<file path="config.mk">
export PLATFORM = sky130hd
export DESIGN_NAME = adpll_core
export DESIGN_NICKNAME = d
export VERILOG_FILES = /design/src/rtl/adpll_pkg.sv /design/src/rtl/adpll_phdet.sv /design/src/rtl/adpll_kfilter.sv /design/src/rtl/adpll_slotter.sv /design/src/rtl/adpll_divn.sv /design/src/rtl/adpll_core.sv
export SDC_FILE = /design/constraint.sdc
export NUM_CORES = 1
export LEC_CHECK = 0
export BUFFER_PORTS_ARGS = -buffer_cell sky130_fd_sc_hd__buf_2
export CAP_MARGIN = 20
export CORE_MARGIN = 5
export CORE_UTILIZATION = 30
export DETAILED_ROUTE_END_ITERATION = 10
export PLACE_DENSITY = 0.48
export REMOVE_ABC_BUFFERS = 1
export SLEW_MARGIN = 30
export SYNTH_ARGS = -nofsm -noshare
export SYNTH_HDL_FRONTEND = slang
export SYNTH_HIERARCHICAL = 1
export SYNTH_SLANG_ARGS = --single-unit
</file>
<file path="constraint.sdc">
create_clock -name clk -period 7.66 [get_ports clk]
set_input_delay 1.149 -clock clk [delete_from_list [all_inputs] [get_ports clk]]
set_output_delay 1.149 -clock clk [all_outputs]
set_load 0.03 [all_outputs]
</file>
<file path="src/rtl/adpll_pkg.sv">
package adpll_pkg;

    typedef enum logic {
        PD_XOR = 1'b0,
        PD_JK  = 1'b1
    } pd_mode_e;

    typedef struct packed {
        logic jk;
        logic ref_prev;
        logic fb_prev;
    } pd_state_t;

    typedef struct packed {
        logic ph;
        logic inc_pend;
        logic dec_pend;
    } slot_state_t;

    localparam int KMOD_MIN = 3;

endpackage

</file>
<file path="src/rtl/adpll_phdet.sv">
module adpll_phdet
    import adpll_pkg::*;
(
    input  logic     clk,
    input  logic     rst,
    input  pd_mode_e mode,
    input  logic     ref_in,
    input  logic     fb,
    output logic     pd
);
    pd_state_t st_d, st_q;
    logic ref_rise, fb_rise;

    always_comb begin
        st_d     = st_q;
        ref_rise = ref_in & ~st_q.ref_prev;
        fb_rise  = fb & ~st_q.fb_prev;
        st_d.ref_prev = ref_in;
        st_d.fb_prev  = fb;
        case ({ref_rise, fb_rise})
            2'b10:   st_d.jk = 1'b1;
            2'b01:   st_d.jk = 1'b0;
            2'b11:   st_d.jk = ~st_q.jk;
            default: st_d.jk = st_q.jk;
        endcase
    end

    always_ff @(posedge clk) begin
        if (rst) st_q <= '0;
        else     st_q <= st_d;
    end

    assign pd = (mode == PD_JK) ? st_q.jk : (ref_in ^ fb);

endmodule

</file>
<file path="src/rtl/adpll_kfilter.sv">
module adpll_kfilter
    import adpll_pkg::*;
#(
    parameter int KW  = 16,
    parameter int KSW = 5
) (
    input  logic           clk,
    input  logic           rst,
    input  logic           k_en,
    input  logic           dn,
    input  logic [KSW-1:0] k_mod,
    output logic           carry,
    output logic           borrow
);
    typedef struct packed {
        logic [KW-1:0] cnt;
        logic          cy;
        logic          bw;
    } kf_state_t;

    kf_state_t      st_d, st_q;
    logic [KSW-1:0] k_eff;
    logic [KW:0]    lim_wide;
    logic [KW-1:0]  lim;

    always_comb begin
        if (k_mod < KSW'(KMOD_MIN))      k_eff = KSW'(KMOD_MIN);
        else if (k_mod > KSW'(KW))       k_eff = KSW'(KW);
        else                             k_eff = k_mod;
        lim_wide = ((KW+1)'(1) << k_eff) - (KW+1)'(1);
        lim      = lim_wide[KW-1:0];
    end

    always_comb begin
        st_d    = st_q;
        st_d.cy = 1'b0;
        st_d.bw = 1'b0;
        if (k_en) begin
            if (dn) begin
                if (st_q.cnt == '0) begin
                    st_d.cnt = lim;
                    st_d.bw  = 1'b1;
                end else begin
                    st_d.cnt = st_q.cnt - KW'(1);
                end
            end else begin
                if (st_q.cnt >= lim) begin
                    st_d.cnt = '0;
                    st_d.cy  = 1'b1;
                end else begin
                    st_d.cnt = st_q.cnt + KW'(1);
                end
            end
        end
    end

    always_ff @(posedge clk) begin
        if (rst) st_q <= '0;
        else     st_q <= st_d;
    end

    assign carry  = st_q.cy;
    assign borrow = st_q.bw;

endmodule

</file>
<file path="src/rtl/adpll_slotter.sv">
module adpll_slotter
    import adpll_pkg::*;
(
    input  logic clk,
    input  logic rst,
    input  logic id_en,
    input  logic carry,
    input  logic borrow,
    output logic step
);
    slot_state_t st_d, st_q;
    logic inc_keep, dec_keep, inc_n, dec_n;

    always_comb begin
        st_d     = st_q;
        step     = 1'b0;
        inc_keep = st_q.inc_pend;
        dec_keep = st_q.dec_pend;
        if (id_en) begin
            st_d.ph = ~st_q.ph;
            if (!st_q.ph) begin
                // even slot: used only to insert a step
                step     = st_q.inc_pend;
                inc_keep = 1'b0;
            end else begin
                // odd slot: normal step unless a deletion is pending
                step     = ~st_q.dec_pend;
                dec_keep = 1'b0;
            end
        end
        inc_n = inc_keep | carry;
        dec_n = dec_keep | borrow;
        if (inc_n && dec_n) begin
            inc_n = 1'b0;
            dec_n = 1'b0;
        end
        st_d.inc_pend = inc_n;
        st_d.dec_pend = dec_n;
    end

    always_ff @(posedge clk) begin
        if (rst) st_q <= '0;
        else     st_q <= st_d;
    end

endmodule

</file>
<file path="src/rtl/adpll_divn.sv">
module adpll_divn #(
    parameter int NW = 8
) (
    input  logic          clk,
    input  logic          rst,
    input  logic          step,
    input  logic [NW-1:0] n_div,
    output logic          rec
);
    typedef struct packed {
        logic [NW-1:0] cnt;
        logic          rec;
    } dv_state_t;

    dv_state_t     st_d, st_q;
    logic [NW-1:0] n_eff, half, cnt_n;

    always_comb begin
        n_eff = (n_div < NW'(2)) ? NW'(2) : n_div;
        half  = n_eff >> 1;
        st_d  = st_q;
        cnt_n = st_q.cnt;
        if (step) begin
            if (st_q.cnt >= n_eff - NW'(1)) cnt_n = '0;
            else                            cnt_n = st_q.cnt + NW'(1);
            st_d.cnt = cnt_n;
            st_d.rec = (cnt_n >= half);
        end
    end

    always_ff @(posedge clk) begin
        if (rst) st_q <= '0;
        else     st_q <= st_d;
    end

    assign rec = st_q.rec;

endmodule

</file>
<file path="src/rtl/adpll_core.sv">
module adpll_core
    import adpll_pkg::*;
#(
    parameter int KW  = 16,
    parameter int KSW = 5,
    parameter int NW  = 8
) (
    input  logic           clk,
    input  logic           rst,
    input  logic           k_en,
    input  logic           id_en,
    input  logic           pd_sel,
    input  logic           ref_in,
    input  logic [KSW-1:0] k_mod,
    input  logic [NW-1:0]  n_div,
    output logic           rec_clk,
    output logic           pd_out,
    output logic           carry,
    output logic           borrow
);
    logic step;

    adpll_phdet u_pd (
        .clk    (clk),
        .rst    (rst),
        .mode   (pd_mode_e'(pd_sel)),
        .ref_in (ref_in),
        .fb     (rec_clk),
        .pd     (pd_out)
    );

    adpll_kfilter #(.KW(KW), .KSW(KSW)) u_kf (
        .clk    (clk),
        .rst    (rst),
        .k_en   (k_en),
        .dn     (pd_out),
        .k_mod  (k_mod),
        .carry  (carry),
        .borrow (borrow)
    );

    adpll_slotter u_slot (
        .clk    (clk),
        .rst    (rst),
        .id_en  (id_en),
        .carry  (carry),
        .borrow (borrow),
        .step   (step)
    );

    adpll_divn #(.NW(NW)) u_div (
        .clk   (clk),
        .rst   (rst),
        .step  (step),
        .n_div (n_div),
        .rec   (rec_clk)
    );

endmodule

</file>
==> flow_summary.json, run 1 <==
{
  "cts_buffer_depth": 2,
  "syn_avg_cell_area_um2": 7.54,
  "num_io_pins": 23,
  "antennaDiodeCount": 0,
  "drt_first_pass_iters": 4,
  "ys_seq_elements": 33,
  "pre_cts_ws_ns": 2.46,
  "combPwrFrac_pct": 49.5,
  "cap_violations": 0,
  "leakage_nw": 1.61,
  "ys_types": 80,
  "antenna_found_initial": 0,
  "slew_violations": 0,
  "yosysTopAreaCell": "dfxtp_1",
  "synth_area_mm2": 0.00353,
  "rows": 39,
  "min_period_over_period_pct": 64.2,
  "finClkSkew_ns": 0.00450,
  "final_layout_size_suffix_gt1_share_pct": 11.5,
  "p_switching_w": 0.000427,
  "clock_latency_ns": 0.27,
  "grt_pass1_vias": 3259,
  "dp_hpwl_mm": 7.53,
  "power_frac_seq_pct": 27.2,
  "synth_common_cells": "47 x nor2_1, 38 x nand2_1, 37 x ha_1, 33 x dfxtp_1, 27 x inv_1",
  "drc": 0,
  "critPathArrivalTime_ns": 5.05,
  "fillCellCount": 1221,
  "synthTopCellsByArea": "dfxtp_1 19%, ha_1 13%, nor2_1 5.0%",
  "cts_resized": 0,
  "max_slew_margin_pct": 39.3,
  "initial_core_util_pct": 30.8,
  "grt_usage_pct": 13.8,
  "outcome": "finished, final reports clean",
  "htreeDepth": 2,
  "pwr-share-clk_pct": 23.4,
  "ys_seq_area_share_pct": 18.7,
  "async_reset_ff_share_pct": 0,
  "cts-root-buf": "clkbuf_16",
  "core_area_mm2": 0.0115,
  "multiInputGateArea_mm2": 0.00265,
  "power_density_mw_per_mm2": 254,
  "syn2layout_area_growth_pct": 10.2,
  "area.sequential_um2": 661,
  "cts_hold_buf": 0,
  "clkSinkCount": 33,
  "min_path_cells": 1,
  "numCtsBuffers": 5,
  "cts_tree": "yes",
  "grt_first_pass_wirelength_mm": 16.5,
  "critPathKind": "in -> reg",
  "start_kind": "input port",
  "synth_top_cell_area_share_pct": 18.7,
  "max_freq_mhz": 203,
  "path_max_fanout": 9,
  "routedWlPerCell_um": 16.0,
  "nNetsFinal": 532,
  "dieHeight_um": 119,
  "synth_edf_count": 0,
  "final_util_pct": 34.0,
  "ir_worst_vdd_uv": 89.4,
  "setup_violations": 0,
  "yosysWarnings": 6,
  "viasPerCell": 5.58,
  "period_needed_ns": 4.92,
  "cts.clk_slew.worst_paths_ns": 0.05,
  "rr_worst_depth": 9,
  "gp_congestion": 0.796,
  "critPathRequiredTime_ns": 7.79,
  "p_int_w": 0.000560,
  "post_cts_buffers": 0,
  "synth_cells": 469,
  "numPortBuffers": 22,
  "grt_overflow": 0,
  "synth_top_flop_cell": "dfxtp_1",
  "yosysMostFrequentCell": "nor2_1",
  "dieArea_mm2": 0.0141,
  "setup_tns_ns": 0,
  "drt_wl_total_mm": 9.91,
  "tightest_slew_ns": 0.906,
  "hold_ws_ns": 0.478,
  "rsz0062_at_grt": "no",
  "vias": 3462,
  "critPathCaptureType": "register",
  "swShare_pct": 43.2,
  "hold_class": "reg -> reg",
  "die_w_um": 119,
  "drt-initial-drc-count": 218,
  "hold_viol": 0,
  "ant_nets": 0,
  "grt_max_degree": 51,
  "setup_slack_ns": 2.74
}
[power by group through the flow]
| stage | logic [W] | registers (W) | clock network (W) |
|---|---|---|---|
| 2_1_floorplan | 0.000371 | 0.000246 | 0 |
| 3_3_place_gp | 0.000479 | 0.000270 | 0 |
| 3_5_place_dp | 0.000484 | 0.000270 | 0 |
| 4_1_cts | 0.000486 | 0.000266 | 0.000239 |
| 5_1_grt | 0.000545 | 0.000274 | 0.000248 |
| 6_report | 0.000489 | 0.000268 | 0.000231 |
[through the flow]
step / power (W) / area (µm²) / cells
floorplan: 0.000617 / 3410 / 444
global placement: 0.000748 / 3720 / 612
detailed placement: 0.000754 / 3720 / 612
CTS: 0.000991 / 3890 / 620
global route: 0.00107 / 3890 / 620
finish: 0.000988 / 3890 / 620
[cells by family (layout without fill, tap and decap cells)]
group,after synthesis,in the layout,synth area share [%]
AND/OR/NAND/NOR,196,196,30.8
AO/OA/AOI/OAI,126,126,25.1
buffers and inverters,54,60,6.58
adder cells (fa/ha/maj),37,37,13.1
flip-flops,33,33,18.7
XOR/XNOR,18,18,4.46
multiplexers,4,4,1.17
other,1,3,0.106
[layout by cell type, fill, tap and decap left out, types with 8 or more instances in the layout]
| master | Yosys | routed |
|---|---|---|
| a211o_1 | 8 | 8 |
| a211oi_1 | 14 | 14 |
| a21oi_1 | 22 | 22 |
| buf_2 | 9 | 22 |
| dfxtp_1 | 33 | 33 |
| ha_1 | 37 | 37 |
| inv_1 | 27 | 27 |
| nand2_1 | 38 | 38 |
| nand2b_1 | 8 | 8 |
| nand3_1 | 19 | 19 |
| nor2_1 | 47 | 47 |
| nor3_1 | 18 | 18 |
| o21ai_0 | 23 | 23 |
| xnor2_1 | 13 | 13 |
[area by class of cell]
type / count / area share, %
Multi-Input combinational cell: 384 / 68.0
Sequential cell: 33 / 17.0
Tap cell: 143 / 4.59
Clock buffer: 7 / 3.66
Timing Repair Buffer: 25 / 3.41
Inverter: 27 / 2.60
Clock inverter: 1 / 0.771
[flip-flops by register name (all words and copies together) (netlist names)]
name         flops
u_div/rec        1
u_slot/st_q      3
u_kf/carry       1
u_kf/borrow      1
u_kf/st_q       16
u_pd/st_q        3
u_div/st_q       8
[routing by layer]
metal  vias up  global-route usage, %  wire length [µm]
li1       1756                      -                 -
met1      1634                   19.7              4880
met2        66                   22.1              4550
met3         6                   1.86               366
met4         0                   3.40               117
met5         -                      0                 0
[critical path, cell delays in order]
cell and delay (ns):
buf_2 0.10, or3_1 0.41, or4_4 0.46, o21ai_0 0.25, ha_1 0.25, nor3b_1 0.23
xnor2_1 0.10, ha_1 0.21, a211o_1 0.30, o211a_1 0.15, a211oi_4 0.42, nand2_1 0.14
ha_1 0.28, nand2b_1 0.14, nand3_1 0.08, a21oi_1 0.06, o21ai_0 0.21, a311oi_2 0.12
[worst paths after layout]
check	startpoint	to	slack (ns)
worst min register to register	u_kf/borrow$_SDFF_PP0_	u_slot/st_q[1]$_SDFF_PP0_	0.48
worst min-delay path	u_kf/borrow$_SDFF_PP0_	u_slot/st_q[1]$_SDFF_PP0_	0.48
worst max register to register	u_kf/st_q[2]$_SDFFE_PP0P_	u_kf/st_q[6]$_SDFFE_PP0P_	4.71
worst max-delay path	n_div[4]	u_div/rec$_SDFFE_PP0P_	2.74
Note: power is estimated with default switching activity, not from simulation.
==> inputs of run 2 (changes only) <==
- clock period: 7.66 -> 5.1 ns (I/O delays scaled with it)
==> flow_summary.json, run 2 (synthesis gave the netlist of run 1 again) <==
{
  "hold_class": "reg -> reg",
  "largest_reg_flops": 16,
  "num_io_pins": 23,
  "critPathCaptureType": "register",
  "finClkSkew_ns": 0.00557,
  "cts-root-buf": "clkbuf_16",
  "start_kind": "input port",
  "grt_overflow": 0,
  "gp_congestion": 0.836,
  "rsz0062_at_grt": "no",
  "period_needed_ns": 4.33,
  "r2r_slack_ns": 2.14,
  "area.sequential_um2": 661,
  "dieHeight_um": 119,
  "largest_register": "u_kf/st_q",
  "cts_hold_buf": 0,
  "numPortBuffers": 22,
  "nNetsFinal": 533,
  "min_from": "u_kf/borrow$_SDFF_PP0_",
  "fillCellCount": 1244,
  "antenna_found_initial": 0,
  "antennaDiodeCount": 0,
  "path_max_fanout": 5,
  "ir_worst_vdd_uv": 169,
  "multiInputGateArea_mm2": 0.00265,
  "viasPerCell": 5.62,
  "die_w_um": 119,
  "clkSinkCount": 33,
  "critPathRequiredTime_ns": 5.25,
  "place_area_mm2": 0.00373,
  "routedWlPerCell_um": 16.0,
  "drc": 0,
  "initial_core_util_pct": 30.8,
  "r2r_start": "u_kf/st_q[2]$_SDFFE_PP0P_",
  "min_period_over_period_pct": 84.9,
  "clock_latency_ns": 0.28,
  "cts_resized": 0,
  "setup_tns_ns": 0,
  "power_density_mw_per_mm2": 371,
  "hold_viol": 0,
  "grt_max_degree": 30,
  "pre_cts_ws_ns": 0.516,
  "vias": 3488,
  "cts_tree": "yes",
  "final_layout_size_suffix_gt1_share_pct": 11.9,
  "final_area_mm2": 0.00389,
  "dieArea_mm2": 0.0141,
  "rr_endpoint": "u_kf/st_q[6]$_SDFFE_PP0P_",
  "setup_slack_ns": 0.772,
  "hold_path_end": "u_slot/st_q[1]$_SDFF_PP0_",
  "cts.clk_slew.worst_paths_ns": 0.06,
  "rr_worst_depth": 9,
  "ant_nets": 0,
  "leakage_nw": 1.61,
  "htreeDepth": 2,
  "core_area_mm2": 0.0115,
  "cts_buffer_depth": 2,
  "largestRegisters": "u_kf/st_q: 16 flops, u_div/st_q: 8 flops",
  "critPathArrivalTime_ns": 4.48,
  "max_freq_mhz": 231,
  "drt-initial-drc-count": 371,
  "grt_first_pass_wirelength_mm": 16.3,
  "drt_first_pass_iters": 5,
  "final_cell_mix": "47 x nor2_1, 38 x nand2_1, 37 x ha_1, 33 x dfxtp_1, 27 x inv_1",
  "hold_ws_ns": 0.483,
  "max_slew_margin_pct": 41.3,
  "setup_violations": 0,
  "numCtsBuffers": 5,
  "grt_pass1_vias": 3252,
  "rows": 39,
  "post_cts_buffers": 0,
  "grt_usage_pct": 13.8,
  "cap_violations": 0,
  "p_total_w": 0.00144,
  "layout_commonest_cell": "nor2_1",
  "outcome": "finished, final reports clean",
  "critPathKind": "in -> reg",
  "syn2layout_area_growth_pct": 9.98,
  "dp_hpwl_mm": 7.57,
  "min_path_cells": 1,
  "tightest_slew_ns": 0.876,
  "drt_wl_total_mm": 9.92,
  "slew_violations": 0
}
run 2: worst max-delay path by stage:
stage,slack [ns],start,endpoint,cells past startpoint
4_1_cts,0.80,n_div[4],u_div/rec$_SDFFE_PP0P_,17
3_3_place_gp,0.59,n_div[4],u_div/rec$_SDFFE_PP0P_,18
6_report,0.77,n_div[4],u_div/rec$_SDFFE_PP0P_,17
3_5_place_dp,0.52,n_div[4],u_div/rec$_SDFFE_PP0P_,17
2_1_floorplan,0.76,n_div[4],u_div/rec$_SDFFE_PP0P_,17
5_1_grt,0.46,n_div[4],u_div/rec$_SDFFE_PP0P_,18
run 2: cell type report:
type                    instances  area share (%)
inverters                      27            2.61
clock inverters                 1           0.129
clock buffers                   7            3.93
well taps                     143            4.60
multi-input cells             384            68.1
flip-flops and latches         33            17.0
repair buffers                 26            3.60
run 2: per-layer routing:
metal  GRT usage, %  vias to the layer above  wire, µm  share of wire [%]
met1           19.6                     1644      4860                 49
met4           4.54                        0       188                1.9
met2           21.5                       76      4510                 45
met3           2.10                       13       363                3.7
met5              0                        -         0                  0
li1               -                     1755         -                  -
run 2: where the power goes:
part,internal (W),switching (W),leakage [nW]
sequential,0.000298,0.000104,0.269
combinational,0.000299,0.000426,1.26
clock,0.000207,0.000109,0.0799
run 2: stage by stage:
stage	utilization (%)	cells
floorplan	-	444
global placement	32.5	613
detailed placement	32.5	613
CTS	33.9	621
global route	33.9	621
finish	33.9	621
run 2: critical path, cell delays in order:
cell,delay [ns]
buf_2,0.10
or3_1,0.41
or4_4,0.45
o21ai_0,0.28
ha_1,0.27
nor3b_1,0.24
xnor2_1,0.10
ha_1,0.32
nand4_1,0.09
nor2_1,0.23
nand2_1,0.12
nand3b_1,0.20
nor2_1,0.08
ha_1,0.31
and4_1,0.21
nor3_1,0.18
a311oi_2,0.12
==> inputs of run 3 (changes only) <==
- clock period: 5.1 -> 4.25 ns (I/O delays scaled with it)
==> flow_summary.json, run 3 (synthesis gave the netlist of run 1 again) <==
{
  "grt_util_met2_pct": 23.2,
  "grt_first_pass_wirelength_mm": 17.7,
  "min_period_over_period_pct": 93.4,
  "swShare_pct": 45.6,
  "outcome": "finished, final reports clean",
  "critPathSlowestCell": "or4_4",
  "finClkSkew_ns": 0.0125,
  "num_io_pins": 23,
  "final_area_mm2": 0.00399,
  "place_area_mm2": 0.00383,
  "final_cells": 636,
  "antenna_found_initial": 0,
  "rsz0062_at_grt": "no",
  "grt.busiest_layer": "met2",
  "grt_max_degree": 29,
  "cts.clk_slew.worst_paths_ns": 0.06,
  "p_int_w": 0.000947,
  "cts-root-buf": "clkbuf_16",
  "combPwrFrac_pct": 51.5,
  "nNetsFinal": 548,
  "cts_buffer_depth": 2,
  "slew_violations": 0,
  "critPathArrivalTime_ns": 4.17,
  "hold_viol": 0,
  "leakage_nw": 1.67,
  "crit_start": "n_div[4]",
  "dp_hpwl_mm": 7.78,
  "viasPerCell": 5.51,
  "critPathKind": "in -> reg",
  "drt-initial-drc-count": 246,
  "start_kind": "input port",
  "crit_path_max_incr_delay_ns": 0.46,
  "cts_tree": "yes",
  "p_switching_w": 0.000794,
  "vias": 3504,
  "critPathRequiredTime_ns": 4.45,
  "largest_reg_flops": 16,
  "r2r_start": "u_kf/st_q[2]$_SDFFE_PP0P_",
  "initial_core_util_pct": 30.8,
  "dieArea_mm2": 0.0141,
  "grt_overflow": 0,
  "grt_pass1_vias": 3519,
  "power_density_mw_per_mm2": 436,
  "critPathCaptureType": "register",
  "p_total_w": 0.00174,
  "setup_violations": 0,
  "rows": 39,
  "max_slew_margin_pct": 51.4,
  "worst-path-buf-inv": 3,
  "drc": 0,
  "ir_worst_vdd_uv": 202,
  "grt_use_met3_pct": 2.29,
  "final_cell_mix": "47 x nor2_1, 38 x nand2_1, 37 x ha_1, 33 x dfxtp_1, 27 x inv_1",
  "grt_usage_pct": 14.6,
  "dp_cells": 627,
  "setup_slack_ns": 0.279,
  "pwr-share-clk_pct": 20.8,
  "min_from": "u_kf/borrow$_SDFF_PP0_",
  "clock_latency_ns": 0.28,
  "clkSinkCount": 33,
  "tightest_slew_ns": 0.723,
  "crit_path_frequent_cell": "ha_1",
  "cap_violations": 0,
  "antennaDiodeCount": 0,
  "max_freq_mhz": 252,
  "period_needed_ns": 3.97,
  "numCtsBuffers": 5,
  "pre_cts_ws_ns": -0.200,
  "use_met1_pct": 20.5,
  "numPortBuffers": 22,
  "syn2layout_area_growth_pct": 13.0,
  "htreeDepth": 2,
  "layout_commonest_cell": "nor2_1",
  "hold_class": "reg -> reg",
  "cp_top_family": "simple AND/OR/NAND/NOR gates",
  "ant_nets": 0,
  "die_w_um": 119,
  "drt_wl_total_mm": 10.1,
  "gp_congestion": 0.849,
  "drt_first_pass_iters": 5,
  "dieHeight_um": 119,
  "path_max_fanout": 4,
  "routedWlPerCell_um": 15.9,
  "crit_path_cell_trace": "buf_2, or3_1, or4_4, nand2b_4, inv_1, ha_1, buf_4, xnor2_1, ha_1, a211oi_1, o21ai_1, a211oi_4, nand2_1, ha_1, nand2b_1, nand3_1, a21oi_1, o21ai_1, a311oi_2",
  "hold_ws_ns": 0.483,
  "largestRegisters": "u_kf/st_q: 16 flops, u_div/st_q: 8 flops",
  "power_frac_seq_pct": 27.6,
  "largest_register": "u_kf/st_q",
  "core_area_mm2": 0.0115,
  "final_layout_size_suffix_gt1_share_pct": 15.0
}
run 3: changes by cell type in the layout (fill, tap and decap cells not counted), sizes merged:
cell	delta
buf	+15
clkinvlp	+1
clkbuf	-2
clkinv	+1
run 3: per-stage QoR:
stage	util [%]	setup TNS, ns
after floorplan	-	0
after global placement	33.4	-0.0797
after detailed placement	33.4	-0.200
after CTS	34.7	0
after global routing	34.8	0
final	34.8	0
run 3: power groups by stage:
| stage | clock network [W] | logic, W | registers, W |
|---|---|---|---|
| floorplan | 0 | 0.000668 | 0.000444 |
| global placement | 0 | 0.000879 | 0.000485 |
| detailed placement | 0 | 0.000885 | 0.000484 |
| CTS | 0.000370 | 0.000889 | 0.000477 |
| global route | 0.000382 | 0.00100 | 0.000492 |
| finish | 0.000363 | 0.000897 | 0.000482 |
run 3: final timing paths:
check                                            endpoint  slack (ns)  depth (start not counted)
worst max-delay path               u_div/rec$_SDFFE_PP0P_        0.28                         19
worst min-delay path            u_slot/st_q[1]$_SDFF_PP0_        0.48                          1
worst max register to register  u_kf/st_q[4]$_SDFFE_PP0P_        1.61                          8
worst min register to register  u_slot/st_q[1]$_SDFF_PP0_        0.48                          1
run 3: layout make-up:
cell class	count	area, µm²
Fill cell	1230	7470
Multi-Input combinational cell	384	2660
Sequential cell	33	661
Timing Repair Buffer	41	253
Tap cell	143	179
Clock buffer	5	125
Inverter	27	101
Clock inverter	3	17.5
run 3: per-layer routing:
metal  wire length, µm  up-vias  part of all wire (%)
li1                  -     1793                     -
met5                 0        -                     0
met1              4930     1630                    49
met4               170        0                   1.7
met3               434       14                   4.3
met2              4560       67                    45
run 3: what timing repair did:
action,CTS,global route
endpoints found under the setup margin,0,1
resized for setup,0,5
buffers inserted,0,1
hold buffers,0,0
